[src/rtl/mseq_pkg.sv]
package mseq_pkg;
  localparam int UPC_W  = 11;
  localparam int OP_W   = 4;
  localparam int SLOT_W = 5;
  localparam int BASE_W = UPC_W - OP_W - SLOT_W;
  localparam int CTRL_W = 10;
  localparam int MODE_W = 3;
  localparam int WORD_W = MODE_W + UPC_W + CTRL_W;

  localparam logic [UPC_W-1:0] IDLE_ADDR  = 11'h000;
  localparam logic [UPC_W-1:0] FETCH_ADDR = 11'h001;
  localparam logic [UPC_W-1:0] MAP_BASE   = 11'h600;

  typedef enum logic [MODE_W-1:0] {
    SEQ_INC  = 3'd0,
    SEQ_JMP  = 3'd1,
    SEQ_MAP  = 3'd2,
    SEQ_TSTZ = 3'd3,
    SEQ_TSTC = 3'd4
  } seq_mode_e;

  typedef struct packed {
    logic [2:0] alu_fn;
    logic       flag_wr;
    logic       reg_wr;
    logic       mem_wr;
    logic       mem_rd;
    logic       ar_load;
    logic       pc_inc;
    logic       ir_load;
  } ctrl_t;

  typedef struct packed {
    seq_mode_e        mode;
    logic [UPC_W-1:0] nxt;
    ctrl_t            ctrl;
  } uword_t;

  function automatic uword_t mk(seq_mode_e m, logic [UPC_W-1:0] n, logic [CTRL_W-1:0] c);
    uword_t w;
    w.mode = m;
    w.nxt  = n;
    w.ctrl = ctrl_t'(c);
    return w;
  endfunction
endpackage

[src/rtl/mseq_rom.sv]
module mseq_rom
  import mseq_pkg::*;
(
  input  logic [UPC_W-1:0] addr_i,
  output uword_t           word_o
);
  // ctrl bits: alu_fn[9:7] flag_wr reg_wr mem_wr mem_rd ar_load pc_inc ir_load
  localparam logic [CTRL_W-1:0] C_NONE  = 10'b000_0000000;
  localparam logic [CTRL_W-1:0] C_FETCH = 10'b000_0000011;
  localparam logic [CTRL_W-1:0] C_IMM   = 10'b000_0001010;
  localparam logic [CTRL_W-1:0] C_WREG  = 10'b000_0100000;
  localparam logic [CTRL_W-1:0] C_ARLD  = 10'b000_0000100;
  localparam logic [CTRL_W-1:0] C_MRD   = 10'b000_0101000;
  localparam logic [CTRL_W-1:0] C_MWR   = 10'b000_0010000;
  localparam logic [CTRL_W-1:0] C_PCLD  = 10'b111_0000000;
  localparam logic [CTRL_W-1:0] C_SUB   = 10'b001_1100000;
  localparam logic [CTRL_W-1:0] C_ADD   = 10'b010_1100000;
  localparam logic [CTRL_W-1:0] C_AND   = 10'b011_1100000;
  localparam logic [CTRL_W-1:0] C_DEC   = 10'b100_1100000;
  localparam logic [CTRL_W-1:0] C_CLR   = 10'b101_1100000;
  localparam logic [CTRL_W-1:0] C_ROT   = 10'b110_1100000;
  localparam logic [CTRL_W-1:0] C_RRC   = 10'b110_1100001 & 10'b111_1111110 | 10'b000_1000000;

  always_comb begin
    word_o = mk(SEQ_JMP, FETCH_ADDR, C_NONE);
    case (addr_i)
      11'h000: word_o = mk(SEQ_JMP,  FETCH_ADDR, C_NONE);
      11'h001: word_o = mk(SEQ_MAP,  MAP_BASE,   C_FETCH);
      // load immediate
      11'h600: word_o = mk(SEQ_INC,  '0,         C_IMM);
      11'h601: word_o = mk(SEQ_JMP,  FETCH_ADDR, C_WREG);
      // output port
      11'h620: word_o = mk(SEQ_JMP,  FETCH_ADDR, C_WREG);
      // load from memory
      11'h640: word_o = mk(SEQ_INC,  '0,         C_IMM);
      11'h641: word_o = mk(SEQ_INC,  '0,         C_IMM);
      11'h642: word_o = mk(SEQ_INC,  '0,         C_ARLD);
      11'h643: word_o = mk(SEQ_JMP,  FETCH_ADDR, C_MRD);
      // store to memory
      11'h660: word_o = mk(SEQ_INC,  '0,         C_IMM);
      11'h661: word_o = mk(SEQ_INC,  '0,         C_IMM);
      11'h662: word_o = mk(SEQ_INC,  '0,         C_ARLD);
      11'h663: word_o = mk(SEQ_JMP,  FETCH_ADDR, C_MWR);
      // unconditional jump
      11'h680: word_o = mk(SEQ_INC,  '0,         C_IMM);
      11'h681: word_o = mk(SEQ_INC,  '0,         C_IMM);
      11'h682: word_o = mk(SEQ_JMP,  FETCH_ADDR, C_PCLD);
      // jump on zero
      11'h6A0: word_o = mk(SEQ_INC,  '0,         C_IMM);
      11'h6A1: word_o = mk(SEQ_INC,  '0,         C_IMM);
      11'h6A2: word_o = mk(SEQ_TSTZ, 11'h6A4,    C_NONE);
      11'h6A4: word_o = mk(SEQ_JMP,  FETCH_ADDR, C_NONE);
      11'h6A5: word_o = mk(SEQ_JMP,  FETCH_ADDR, C_PCLD);
      // jump on carry
      11'h6C0: word_o = mk(SEQ_INC,  '0,         C_IMM);
      11'h6C1: word_o = mk(SEQ_INC,  '0,         C_IMM);
      11'h6C2: word_o = mk(SEQ_TSTC, 11'h6C4,    C_NONE);
      11'h6C4: word_o = mk(SEQ_JMP,  FETCH_ADDR, C_NONE);
      11'h6C5: word_o = mk(SEQ_JMP,  FETCH_ADDR, C_PCLD);
      // stop: spin between two words
      11'h6E0: word_o = mk(SEQ_INC,  '0,         C_WREG);
      11'h6E1: word_o = mk(SEQ_JMP,  11'h6E0,    C_DEC);
      // two-operand ALU
      11'h700: word_o = mk(SEQ_INC,  '0,         C_NONE);
      11'h701: word_o = mk(SEQ_INC,  '0,         C_NONE);
      11'h702: word_o = mk(SEQ_JMP,  FETCH_ADDR, C_SUB);
      11'h720: word_o = mk(SEQ_INC,  '0,         C_NONE);
      11'h721: word_o = mk(SEQ_INC,  '0,         C_NONE);
      11'h722: word_o = mk(SEQ_JMP,  FETCH_ADDR, C_ADD);
      11'h740: word_o = mk(SEQ_INC,  '0,         C_NONE);
      11'h741: word_o = mk(SEQ_INC,  '0,         C_NONE);
      11'h742: word_o = mk(SEQ_JMP,  FETCH_ADDR, C_AND);
      // one-operand ALU
      11'h760: word_o = mk(SEQ_INC,  '0,         C_NONE);
      11'h761: word_o = mk(SEQ_JMP,  FETCH_ADDR, C_DEC);
      11'h780: word_o = mk(SEQ_INC,  '0,         C_NONE);
      11'h781: word_o = mk(SEQ_JMP,  FETCH_ADDR, C_CLR);
      11'h7A0: word_o = mk(SEQ_INC,  '0,         C_NONE);
      11'h7A1: word_o = mk(SEQ_JMP,  FETCH_ADDR, C_ROT);
      11'h7C0: word_o = mk(SEQ_INC,  '0,         C_NONE);
      11'h7C1: word_o = mk(SEQ_JMP,  FETCH_ADDR, C_RRC);
      // register move
      11'h7E0: word_o = mk(SEQ_JMP,  FETCH_ADDR, C_WREG);
      default: word_o = mk(SEQ_JMP,  FETCH_ADDR, C_NONE);
    endcase
  end
endmodule

[src/rtl/mseq_next.sv]
module mseq_next
  import mseq_pkg::*;
(
  input  seq_mode_e        mode_i,
  input  logic [UPC_W-1:0] nxt_i,
  input  logic [UPC_W-1:0] upc_i,
  input  logic [OP_W-1:0]  op_i,
  input  logic             zero_i,
  input  logic             carry_i,
  output logic [UPC_W-1:0] upc_d_o
);
  logic [UPC_W-1:0] entry;

  assign entry = {nxt_i[UPC_W-1 -: BASE_W], op_i, {SLOT_W{1'b0}}};

  always_comb begin
    case (mode_i)
      SEQ_INC:  upc_d_o = upc_i + UPC_W'(1);
      SEQ_JMP:  upc_d_o = nxt_i;
      SEQ_MAP:  upc_d_o = entry;
      SEQ_TSTZ: upc_d_o = {nxt_i[UPC_W-1:1], zero_i};
      SEQ_TSTC: upc_d_o = {nxt_i[UPC_W-1:1], carry_i};
      default:  upc_d_o = FETCH_ADDR;
    endcase
  end
endmodule

[src/rtl/mseq_upc.sv]
module mseq_upc
  import mseq_pkg::*;
(
  input  logic             clk_i,
  input  logic             rst_ni,
  input  logic [UPC_W-1:0] upc_d_i,
  output logic [UPC_W-1:0] upc_q_o
);
  always_ff @(posedge clk_i or negedge rst_ni) begin
    if (!rst_ni) upc_q_o <= IDLE_ADDR;
    else         upc_q_o <= upc_d_i;
  end
endmodule

[src/rtl/mseq_core.sv]
module mseq_core
  import mseq_pkg::*;
(
  input  logic              clk_i,
  input  logic              rst_ni,
  input  logic [OP_W-1:0]   ir_op_i,
  input  logic              zero_i,
  input  logic              carry_i,
  output logic [WORD_W-1:0] uword_o,
  output logic [UPC_W-1:0]  upc_o
);
  uword_t           word;
  logic [UPC_W-1:0] upc_d;

  mseq_rom i_rom (
    .addr_i (upc_o),
    .word_o (word)
  );

  mseq_next i_next (
    .mode_i  (word.mode),
    .nxt_i   (word.nxt),
    .upc_i   (upc_o),
    .op_i    (ir_op_i),
    .zero_i  (zero_i),
    .carry_i (carry_i),
    .upc_d_o (upc_d)
  );

  mseq_upc i_upc (
    .clk_i   (clk_i),
    .rst_ni  (rst_ni),
    .upc_d_i (upc_d),
    .upc_q_o (upc_o)
  );

  assign uword_o = word;

  p_idle_to_fetch_r2: assert property (@(posedge clk_i) disable iff (!rst_ni)
    (upc_o == IDLE_ADDR) |=> (upc_o == FETCH_ADDR));

  p_entry_aligned_r4: assert property (@(posedge clk_i) disable iff (!rst_ni)
    (upc_o == FETCH_ADDR) |=> (upc_o[SLOT_W-1:0] == '0 && upc_o[UPC_W-1 -: BASE_W] == MAP_BASE[UPC_W-1 -: BASE_W]
                               && upc_o[SLOT_W +: OP_W] == $past(ir_op_i)));

  p_step_r5: assert property (@(posedge clk_i) disable iff (!rst_ni)
    (word.mode == SEQ_INC) |=> (upc_o == $past(upc_o) + UPC_W'(1)));

  p_test_pair_r6: assert property (@(posedge clk_i) disable iff (!rst_ni)
    (word.mode == SEQ_TSTZ || word.mode == SEQ_TSTC) |=> (upc_o[UPC_W-1:1] == $past(word.nxt[UPC_W-1:1])));

  p_halt_loop_r8: assert property (@(posedge clk_i) disable iff (!rst_ni)
    (upc_o == 11'h6E1) |=> (upc_o == 11'h6E0));

  p_fetch_strobe_r10: assert property (@(posedge clk_i) disable iff (!rst_ni)
    1'b1 |-> (uword_o[0] == (upc_o == FETCH_ADDR)));
endmodule

[config.mk]
export PLATFORM = sky130hd
export DESIGN_NAME = mseq_core
export DESIGN_NICKNAME = d
export VERILOG_FILES = /design/src/rtl/mseq_pkg.sv /design/src/rtl/mseq_rom.sv /design/src/rtl/mseq_next.sv /design/src/rtl/mseq_upc.sv /design/src/rtl/mseq_core.sv
export SDC_FILE = /design/constraint.sdc
export NUM_CORES = 1
export LEC_CHECK = 0
export BUFFER_PORTS_ARGS = -buffer_cell sky130_fd_sc_hd__buf_2
export CAP_MARGIN = 10
export CORE_MARGIN = 3
export CORE_UTILIZATION = 27
export CTS_BUF_LIST = sky130_fd_sc_hd__clkbuf_8
export CTS_CLUSTER_DIAMETER = 150
export DETAILED_ROUTE_END_ITERATION = 8
export PLACE_DENSITY_LB_ADDON = 0.2
export SYNTH_ARGS = -nofsm -noshare
export SYNTH_HDL_FRONTEND = slang
export SYNTH_SLANG_ARGS = --single-unit
[constraint.sdc]
create_clock -name clk_i -period 5 [get_ports clk_i]
set_input_delay 0.75 -clock clk_i [delete_from_list [all_inputs] [get_ports clk_i]]
set_output_delay 0.75 -clock clk_i [all_outputs]
set_load 0.1 [all_outputs]
==> results.yml, run 1 <==
placement:
  place_area_um2: 1320
  place_hpwl_um: 2790
  dpl_worst_slack_ns: 1.64
  gp_congestion: 0.907
  portBuffers: 38
synthesis:
  yosys.area_share.simple_pct: 38.9
  synthAdderAreaFrac_pct: 4.59
  synth_flop_cell: "dfrtp_1"
  synth_top_family_by_area: "simple AND/OR/NAND/NOR gates"
  synth-edff-count: 0
  ys_seq_area_share_pct: 25.2
  synth_compound_area_share_pct: 16.9
  synth-seq-cells: 11
  async_reset_ff_share_pct: 100
  syn-instance-count: 139
  netlist_area_um2: 1090
  synthDistinctLibCells: 46
  yosys_warnings: 0
  synth_area_per_cell_um2: 7.85
  synth_xor_area_share_pct: 3.21
  synth_mux_area_share_pct: 2.98
sta:
  max_freq_mhz: 278
  worst_pin_slew_ns: 0.651
  fin_skew_ns: 0.00207
  period_share_pct: 72.0
  period_needed_ns: 3.60
  hold_viol_final: 0
  totalNegativeSetupSlack_ns: 0
  rsz0062_at_grt: "false"
  hold_ws_ns: 0.372
  slew_headroom_pct: 56.0
  maxSlewViolCount: 0
  setup_viol: 0
  setup_ws_ns: 1.40
power:
  powerDensity_nw_per_um2: 429
  power.leakage_nw: 0.691
  vdd_ir_drop_max_uv: 215
setup_path:
  crit_arrival_ns: 2.85
  path_class: "reg -> out"
  max_stage_delay_ns: 0.46
  required_ns: 4.25
  path_cells: "inv_1 -> ha_1 -> or4b_1 -> a211o_1 -> o21ai_2 -> nor4b_1 -> nor3_4 -> nand2b_1 -> buf_2"
  r2r_cells: 6
  cp_num_cells: 9
  path_max_fanout: 9
  critPathLaunchType: "flop"
  crit_family: "simple AND/OR/NAND/NOR gates"
  cp_slowest_cell: "or4b_1"
  cp-end-kind: "output pin"
  crit_buf_inv: 2
floorplan:
  floorplan.initialDensity_pct: 28.9
  io_pins: 43
  die_w_um: 69.6
  die-area_um2: 4840
  rows: 22
  core_area_um2: 3770
  die_h_um: 69.6
clocking:
  holdBufCountCts: 0
  path_clk_slew_ns: 0.05
  cts_inserted_buffers: 3
  cts-root-buf: "clkbuf_8"
  cts_tree: "done"
  post-cts-setup-buffers: 0
  cts.htree.levels: 1
  cts_max_path_buffers: 2
  clock-sinks: 11
  worstSkewPairLatency_ns: 0.24
  ctsResizeCount: 0
global_routing:
  grt_pass1_wl_um: 5730
  use_met1_pct: 21.0
  gr-max-usage-layer: "met2"
  grt_max_degree: 19
  grt_antenna_before_repair: 0
  grtUsageMet3_pct: 2.75
  met2_usage_pct: 21.6
  grt_overflow: 0
  grt_pass1_vias: 1128
  grt.total_usage_pct: 14.6
min_path:
  holdCritPathClass: "in -> async"
layout:
  area_delta_synth_final_pct: 24.9
  final_cell_mix: "buf_2, nor2_1, nand2_1"
  largestRegisters: "i_upc.upc_q_o (11)"
  nFillCells: 403
  antennaDiodeCount: 0
  largest_reg_flops: 11
  drive_above_1_share_pct: 28.8
  multi_input_area_um2: 769
  fin_util_pct: 36.1
  top_register: "i_upc.upc_q_o"
  fin_area_um2: 1360
  ff_latch_area_um2: 275
  nNetsFinal: 190
  final_common_cell: "buf_2"
drt:
  viasPerCell: 5.27
  wl_per_cell_um: 15.4
  drc: 0
  wirelength_um: 3470
  dr_total_vias: 1185
  drt_iter0_drc: 88
  firstDrtPassIters: 4
  ant_nets: 0
outcome:
  status: "finished, final reports clean"
flow_run:
  cap_violations: 0
==> cell usage after synthesis (2+ instances only) <==
| master | count | share of area, % |
|---|---|---|
| a21o_1 | 3 | 2.1 |
| a21oi_1 | 4 | 1.8 |
| a221o_1 | 2 | 1.8 |
| and3_1 | 4 | 2.3 |
| buf_2 | 3 | 1.4 |
| buf_4 | 5 | 3.4 |
| dfrtp_1 | 11 | 25 |
| ha_1 | 4 | 4.6 |
| inv_1 | 6 | 2.1 |
| mux2_2 | 2 | 2.1 |
| nand2_1 | 12 | 4.1 |
| nand2b_1 | 5 | 2.9 |
| nand3_1 | 10 | 4.6 |
| nand4_1 | 4 | 2.3 |
| nor2_1 | 14 | 4.8 |
| nor2b_1 | 7 | 4.0 |
| nor3_1 | 6 | 2.8 |
| nor4_1 | 2 | 1.1 |
| nor4b_1 | 2 | 1.6 |
| o21ai_0 | 5 | 2.3 |
| xnor2_1 | 2 | 1.6 |
| xor2_1 | 2 | 1.6 |
==> metal layers <==
layer / wire length (um) / share of wire, %
met5: 0 / 0
met4: 46 / 1.3
met3: 268 / 7.7
met2: 1490 / 43
met1: 1660 / 48
==> layout make-up <==
| type | count | share of cell area [%] |
|---|---|---|
| well taps | 48 | 4.41 |
| multi-input cells | 118 | 56.5 |
| clock buffers | 3 | 3.03 |
| inverters | 6 | 1.65 |
| flip-flops and latches | 11 | 20.2 |
| repair buffers | 38 | 14.0 |
| clock inverters | 1 | 0.275 |
==> worst paths after layout <==
path	slack (ns)	from	endpoint
max reg2reg	2.49	i_upc.upc_q_o[2]	i_upc.upc_q_o[7]
min	0.37	rst_ni	i_upc.upc_q_o[2]
min reg2reg	0.61	i_upc.upc_q_o[0]	i_upc.upc_q_o[0]
max in group asynchronous	4.42	rst_ni	i_upc.upc_q_o[3]
min in group clk_i	0.61	i_upc.upc_q_o[0]	i_upc.upc_q_o[0]
max	1.40	i_upc.upc_q_o[0]	uword_o[21]
==> kinds of logic after synthesis <==
kind of cell	Yosys count
buffers and inverters	15
AND/OR/NAND/NOR	76
flip-flops	11
XOR/XNOR	4
other	1
AO/OA/AOI/OAI	25
adder cells (fa/ha/maj)	4
multiplexers	3
==> where the power goes <==
group / switching, W / internal, W / leakage (nW)
clock: 0.0000334 / 0.0000539 / 0.0269
sequential: 0.0000345 / 0.000102 / 0.142
combinational: 0.000291 / 0.0000699 / 0.522
total: 0.000359 / 0.000226 / 0.691
==> through the flow <==
| stage | cells | power (W) |
|---|---|---|
| after floorplan | 144 | 0.000440 |
| after global placement | 221 | 0.000495 |
| after detailed placement | 221 | 0.000497 |
| after CTS | 225 | 0.000586 |
| after global routing | 225 | 0.000614 |
| final | 225 | 0.000585 |
No activity file was read; power rests on OpenSTA's default activity.
==> inputs of run 2 (changes only) <==
==> constraint.sdc (replaced) <==
create_clock -name clk_i -period 3.7 [get_ports clk_i]
set_input_delay 0.555 -clock clk_i [delete_from_list [all_inputs] [get_ports clk_i]]
set_output_delay 0.555 -clock clk_i [all_outputs]
set_load 0.1 [all_outputs]
==> run 2 against run 1 <==
  * Routed wire length increased by 6.1%
  * Non-clock buffer count increased by 5
  * Flip-flop and latch count unchanged
  * Sequential share of layout area decreased by 1.1 points
  * Largest power group unchanged
==> results.yml, run 2 (synthesis gave the netlist of run 1 again) <==
min_path:
  holdCritPathClass: "in -> async"
sta:
  period_needed_ns: 3.50
  totalNegativeSetupSlack_ns: 0
  fin_skew_ns: 0.00103
  maxSlewViolCount: 0
  hold_viol_final: 0
  setup_viol: 0
  rsz0062_at_grt: "false"
  slew_headroom_pct: 60.7
  period_share_pct: 94.6
  max_freq_mhz: 286
  worst_pin_slew_ns: 0.589
placement:
  place_area_um2: 1440
  place_hpwl_um: 2820
  gp_congestion: 0.959
  portBuffers: 38
setup_path:
  path_cells: "nor4b_2 -> nand3_1 -> o32a_1 -> nand3_1 -> nor3_4 -> buf_4 -> buf_4 -> nand2b_4 -> buf_2"
  crit_arrival_ns: 2.95
  crit_buf_inv: 3
  reg2reg_from: "i_upc.upc_q_o[4]"
  crit_family: "simple AND/OR/NAND/NOR gates"
  max_stage_delay_ns: 0.50
  path_max_fanout: 9
  critPathLaunchType: "flop"
  required_ns: 3.14
  cp-end-kind: "output pin"
  r2r_slack_ns: 1.05
  r2r-end: "i_upc.upc_q_o[7]"
  r2r_cells: 8
  path_class: "reg -> out"
  cp_slowest_cell: "dfrtp_1"
flow_run:
  cap_violations: 0
clocking:
  cts_tree: "done"
  cts.htree.levels: 1
  cts-root-buf: "clkbuf_8"
  path_clk_slew_ns: 0.05
  worstSkewPairLatency_ns: 0.24
  cts_max_path_buffers: 2
  holdBufCountCts: 0
  cts_inserted_buffers: 3
  clock-sinks: 11
layout:
  ff_latch_area_um2: 290
  fin_area_um2: 1520
  final_common_cell: "buf_2"
  antennaDiodeCount: 0
  final_cell_mix: "buf_2, nor2_1, nand2_1"
  nFillCells: 388
  drive_above_1_share_pct: 41.2
  largestRegisters: "i_upc.upc_q_o (11)"
  nNetsFinal: 195
  area_delta_synth_final_pct: 39.0
  multi_input_area_um2: 855
  top_register: "i_upc.upc_q_o"
  largest_reg_flops: 11
floorplan:
  io_pins: 43
  die-area_um2: 4840
  die_w_um: 69.6
  die_h_um: 69.6
  core_area_um2: 3770
  floorplan.initialDensity_pct: 28.9
  rows: 22
drt:
  firstDrtPassIters: 4
  drt_iter0_drc: 127
  viasPerCell: 5.27
  wirelength_um: 3680
  drc: 0
  ant_nets: 0
  wl_per_cell_um: 16.0
  dr_total_vias: 1213
global_routing:
  grt_overflow: 0
  grt_max_degree: 19
  grt_pass1_vias: 1176
  grt_pass1_wl_um: 6110
  grt.total_usage_pct: 15.5
  grt_antenna_before_repair: 0
power:
  power.leakage_nw: 0.709
  powerDensity_nw_per_um2: 550
  vdd_ir_drop_max_uv: 322
outcome:
  status: "finished, final reports clean"
==> run 2: changes by cell type in the layout (fill, tap and decap cells not counted), moves of 3 or more <==
| cell | before | now |
|---|---|---|
| clkinvlp_4 | 0 | 3 |
| buf_4 | 0 | 5 |
| dfrtp_2 | 0 | 3 |
| inv_1 | 7 | 2 |
| dfrtp_4 | 0 | 3 |
| dfrtp_1 | 11 | 5 |
==> run 2: where the power goes <==
| group | internal, W | switching [W] | total [W] |
|---|---|---|---|
| Combinational | 0.000116 | 0.000406 | 0.000522 |
| Clock | 0.0000729 | 0.0000454 | 0.000118 |
| Sequential | 0.000143 | 0.0000517 | 0.000194 |
| Total | 0.000332 | 0.000503 | 0.000834 |
==> run 2: area by class of cell <==
class	instances	area share [%]
multi-input combinational	118	56.4
sequential	11	19.1
timing repair buffer	43	15.0
tap	48	3.96
clock buffer	3	2.72
inverter	6	2.56
clock inverter	1	0.248
==> run 2: per-stage QoR <==
step                      hold slack (ns)  worst slack (ns)  utilization [%]  instances  power (W)
after floorplan                     0.259            -0.217                -        144   0.000632
after global placement              0.443             0.407             38.3        223   0.000706
after detailed placement            0.446             0.489             38.3        223   0.000705
after CTS                           0.190             0.218             39.5        227   0.000827
after global routing                0.200            0.0299             40.2        230   0.000878
final                               0.186             0.199             40.2        230   0.000834
==> run 2: what timing repair did <==
action                                  in CTS  in global routing
resized for setup                            0                  1
endpoints found under the setup margin       0                  1
setup buffers                                0                  3
==> run 2: per-layer routing <==
metal / up-vias / part of all wire (%) / global-route usage (%)
met5: - / 0 / 0
met4: 0 / 1.4 / 6.29
met3: 6 / 7.3 / 2.75
met2: 58 / 46 / 22.1
met1: 570 / 46 / 22.8
li1: 579 / - / -
==> run 2: worst register-to-register path, stage by stage, from the launching register on <==
cell,delay [ns]
dfrtp_1,0.50
nor4b_2,0.49
nand3_1,0.24
o32a_1,0.44
nand3_1,0.20
nor3_4,0.06
buf_4,0.17
buf_4,0.15
a221o_1,0.29
==> run 2: worst max path at each step <==
stage | start | end | slack [ns] | cells after the start
after CTS | i_upc.upc_q_o[4] | uword_o[10] | 0.22 | 7
after floorplan | i_upc.upc_q_o[7] | uword_o[20] | -0.22 | 6
after global routing | i_upc.upc_q_o[4] | uword_o[21] | 0.03 | 9
final | i_upc.upc_q_o[4] | uword_o[21] | 0.20 | 9
after detailed placement | i_upc.upc_q_o[4] | uword_o[10] | 0.49 | 7
after global placement | i_upc.upc_q_o[4] | uword_o[10] | 0.41 | 7
==> inputs of run 3 (changes only) <==
--- a/config.mk
+++ b/config.mk
@@ -13,6 +13,7 @@
 export CTS_CLUSTER_DIAMETER = 150
 export DETAILED_ROUTE_END_ITERATION = 8
 export PLACE_DENSITY_LB_ADDON = 0.2
+export SETUP_SLACK_MARGIN = 0.5
 export SYNTH_ARGS = -nofsm -noshare
 export SYNTH_HDL_FRONTEND = slang
 export SYNTH_SLANG_ARGS = --single-unit
==> run 3 against run 2 <==
  * First-iteration DRC count increased by 2.4%
  * Critical path depth stayed put
  * Clock skew grew 0.0059 ns
  * Combinational power is 11% higher
  * Non-clock buffer count rose by 6
  * Worst hold slack got worse by 0.0080 ns
  * Highest routed layer unchanged
  * Critical path type unchanged
  * Register-to-register slack about the same
  * Critical endpoint is now uword_o[10]
  * Utilization is 3.4 points higher
  * Sequential share of layout area is 1.1 points lower
  * Routed wire length grew 8.3%
  * Via count up 5.7%
==> results.yml, run 3 (synthesis gave the netlist of run 1 again) <==
outcome:
  status: "finished, final reports clean"
sta:
  setup_viol: 0
  hold_ws_ns: 0.178
  max_freq_mhz: 308
  maxSlewViolCount: 0
  period_share_pct: 87.8
  period_needed_ns: 3.25
  rsz0062_at_grt: "true"
  fin_skew_ns: 0.00692
  hold_viol_final: 0
clocking:
  cts_max_path_buffers: 2
  cts_inserted_buffers: 3
  path_clk_slew_ns: 0.05
  cts-root-buf: "clkbuf_8"
  clock-sinks: 11
  cts_tree: "done"
  worstSkewPairLatency_ns: 0.24
  cts.htree.levels: 1
layout:
  top_register: "i_upc.upc_q_o"
  drive_above_1_share_pct: 47.3
  final_cell_mix: "buf_2, nand2_1, nor2_1"
  nFillCells: 367
  largestRegisters: "i_upc.upc_q_o (11)"
  largest_reg_flops: 11
  nNetsFinal: 201
  antennaDiodeCount: 0
  final_common_cell: "buf_2"
  fin_util_pct: 43.6
  area_delta_synth_final_pct: 50.7
power:
  power.leakage_nw: 0.776
  p_int_w: 0.000371
  clkPwrFrac_pct: 13.4
  seq_power_share_pct: 21.9
  powerDensity_nw_per_um2: 547
  p_comb_share_pct: 64.7
  switching_share_pct: 58.7
  power_w: 0.000900
  power_switching_w: 0.000528
  vdd_ir_drop_max_uv: 288
placement:
  gp_congestion: 0.877
  portBuffers: 38
  place_hpwl_um: 2940
drt:
  drc: 0
  viasPerCell: 5.43
  wl_per_cell_um: 16.9
  drt_iter0_drc: 130
  wirelength_um: 3990
  firstDrtPassIters: 4
  dr_total_vias: 1282
  ant_nets: 0
setup_path:
  crit_arrival_ns: 2.69
  critPathLaunchType: "flop"
  required_ns: 3.14
  path_class: "reg -> out"
  cp-end-kind: "output pin"
  path_max_fanout: 4
flow_run:
  cap_violations: 0
global_routing:
  grt_antenna_before_repair: 0
  grt_pass1_wl_um: 6470
  grt_overflow: 0
  grt.total_usage_pct: 16.3
  grt_max_degree: 19
  grt_pass1_vias: 1264
floorplan:
  io_pins: 43
  floorplan.initialDensity_pct: 28.9
  die-area_um2: 4840
  die_w_um: 69.6
  rows: 22
  die_h_um: 69.6
  core_area_um2: 3770
min_path:
  holdCritPathClass: "in -> async"
==> run 3: cell count changes in the layout (fill, tap and decap cells not counted), moves of 2 or more <==
cell,previous run,this run
buf_4,5,10
o21ai_0,3,1
dfrtp_2,3,8
nor2_4,0,2
buf_2,38,36
dfrtp_1,5,0
buf_12,0,2
==> run 3: timing repair <==
| action | 4_1_cts | 5_1_grt |
|---|---|---|
| endpoints found under the setup margin | 2 | 4 |
| buffers inserted | 3 | 7 |
| gates resized for setup | 3 | 10 |
| hold endpoints to repair | 0 | 0 |
| pin swaps | 1 | 5 |
| hold buffers | 0 | 0 |
==> run 3: per-stage QoR <==
stage | area (um^2) | TNS, ns | std cells | setup slack (ns)
6_report | 1640 | 0 | 236 | 0.452
5_1_grt | 1640 | 0 | 236 | 0.379
4_1_cts | 1560 | 0 | 229 | 0.475
3_5_place_dp | 1480 | 0 | 222 | 0.520
3_3_place_gp | 1480 | 0 | 222 | 0.558
2_1_floorplan | 1290 | -0.0930 | 144 | -0.0930
==> run 3: power groups by stage <==
stage | clock [W] | sequential (W) | combinational, W
global route | 0.000133 | 0.000202 | 0.000609
global placement | 0 | 0.000200 | 0.000519
floorplan | 0 | 0.000302 | 0.000337
finish | 0.000121 | 0.000197 | 0.000582
CTS | 0.000125 | 0.000198 | 0.000532
detailed placement | 0 | 0.000200 | 0.000520
==> run 3: critical path, cell delays in order (launching register included) <==
cell and delay (ns):
dfrtp_4 0.50, inv_4 0.08, ha_4 0.14, or4b_1 0.43, a211o_1 0.35, o21ai_4 0.18, nor4b_4 0.08, nor3_4 0.31
clkinvlp_4 0.18, buf_12 0.18
==> run 3: final timing paths <==
kind	to	start	cells after the start	slack, ns
setup / recovery	uword_o[10]	i_upc.upc_q_o[0]	9	0.45
hold / removal	i_upc.upc_q_o[5]	rst_ni	1	0.18
setup reg to reg	i_upc.upc_q_o[6]	i_upc.upc_q_o[0]	10	1.05
hold reg to reg	i_upc.upc_q_o[0]	i_upc.upc_q_o[0]	2	0.71
max in group asynchronous	i_upc.upc_q_o[8]	rst_ni	1	3.29
min in group clk_i	i_upc.upc_q_o[6]	ir_op_i[1]	2	0.54
==> run 3: cell type report <==
cell class | instances | area (um^2) | area share, %
Clock buffer | 3 | 41.3 | 2.51
Clock inverter | 1 | 3.75 | 0.228
Inverter | 6 | 38.8 | 2.36
Multi-Input combinational cell | 118 | 897 | 54.6
Sequential cell | 11 | 297 | 18.0
Tap cell | 48 | 60.1 | 3.65
Timing Repair Buffer | 49 | 307 | 18.6
==> run 3: layer usage <==
metal | GRT usage, % | vias to the layer above | share of wire, %
met1 | 21.9 | 631 | 45
li1 | - | 597 | -
met4 | 3.90 | 0 | 0.70
met5 | 0 | - | 0
met2 | 27.1 | 50 | 49
met3 | 2.90 | 4 | 5.7
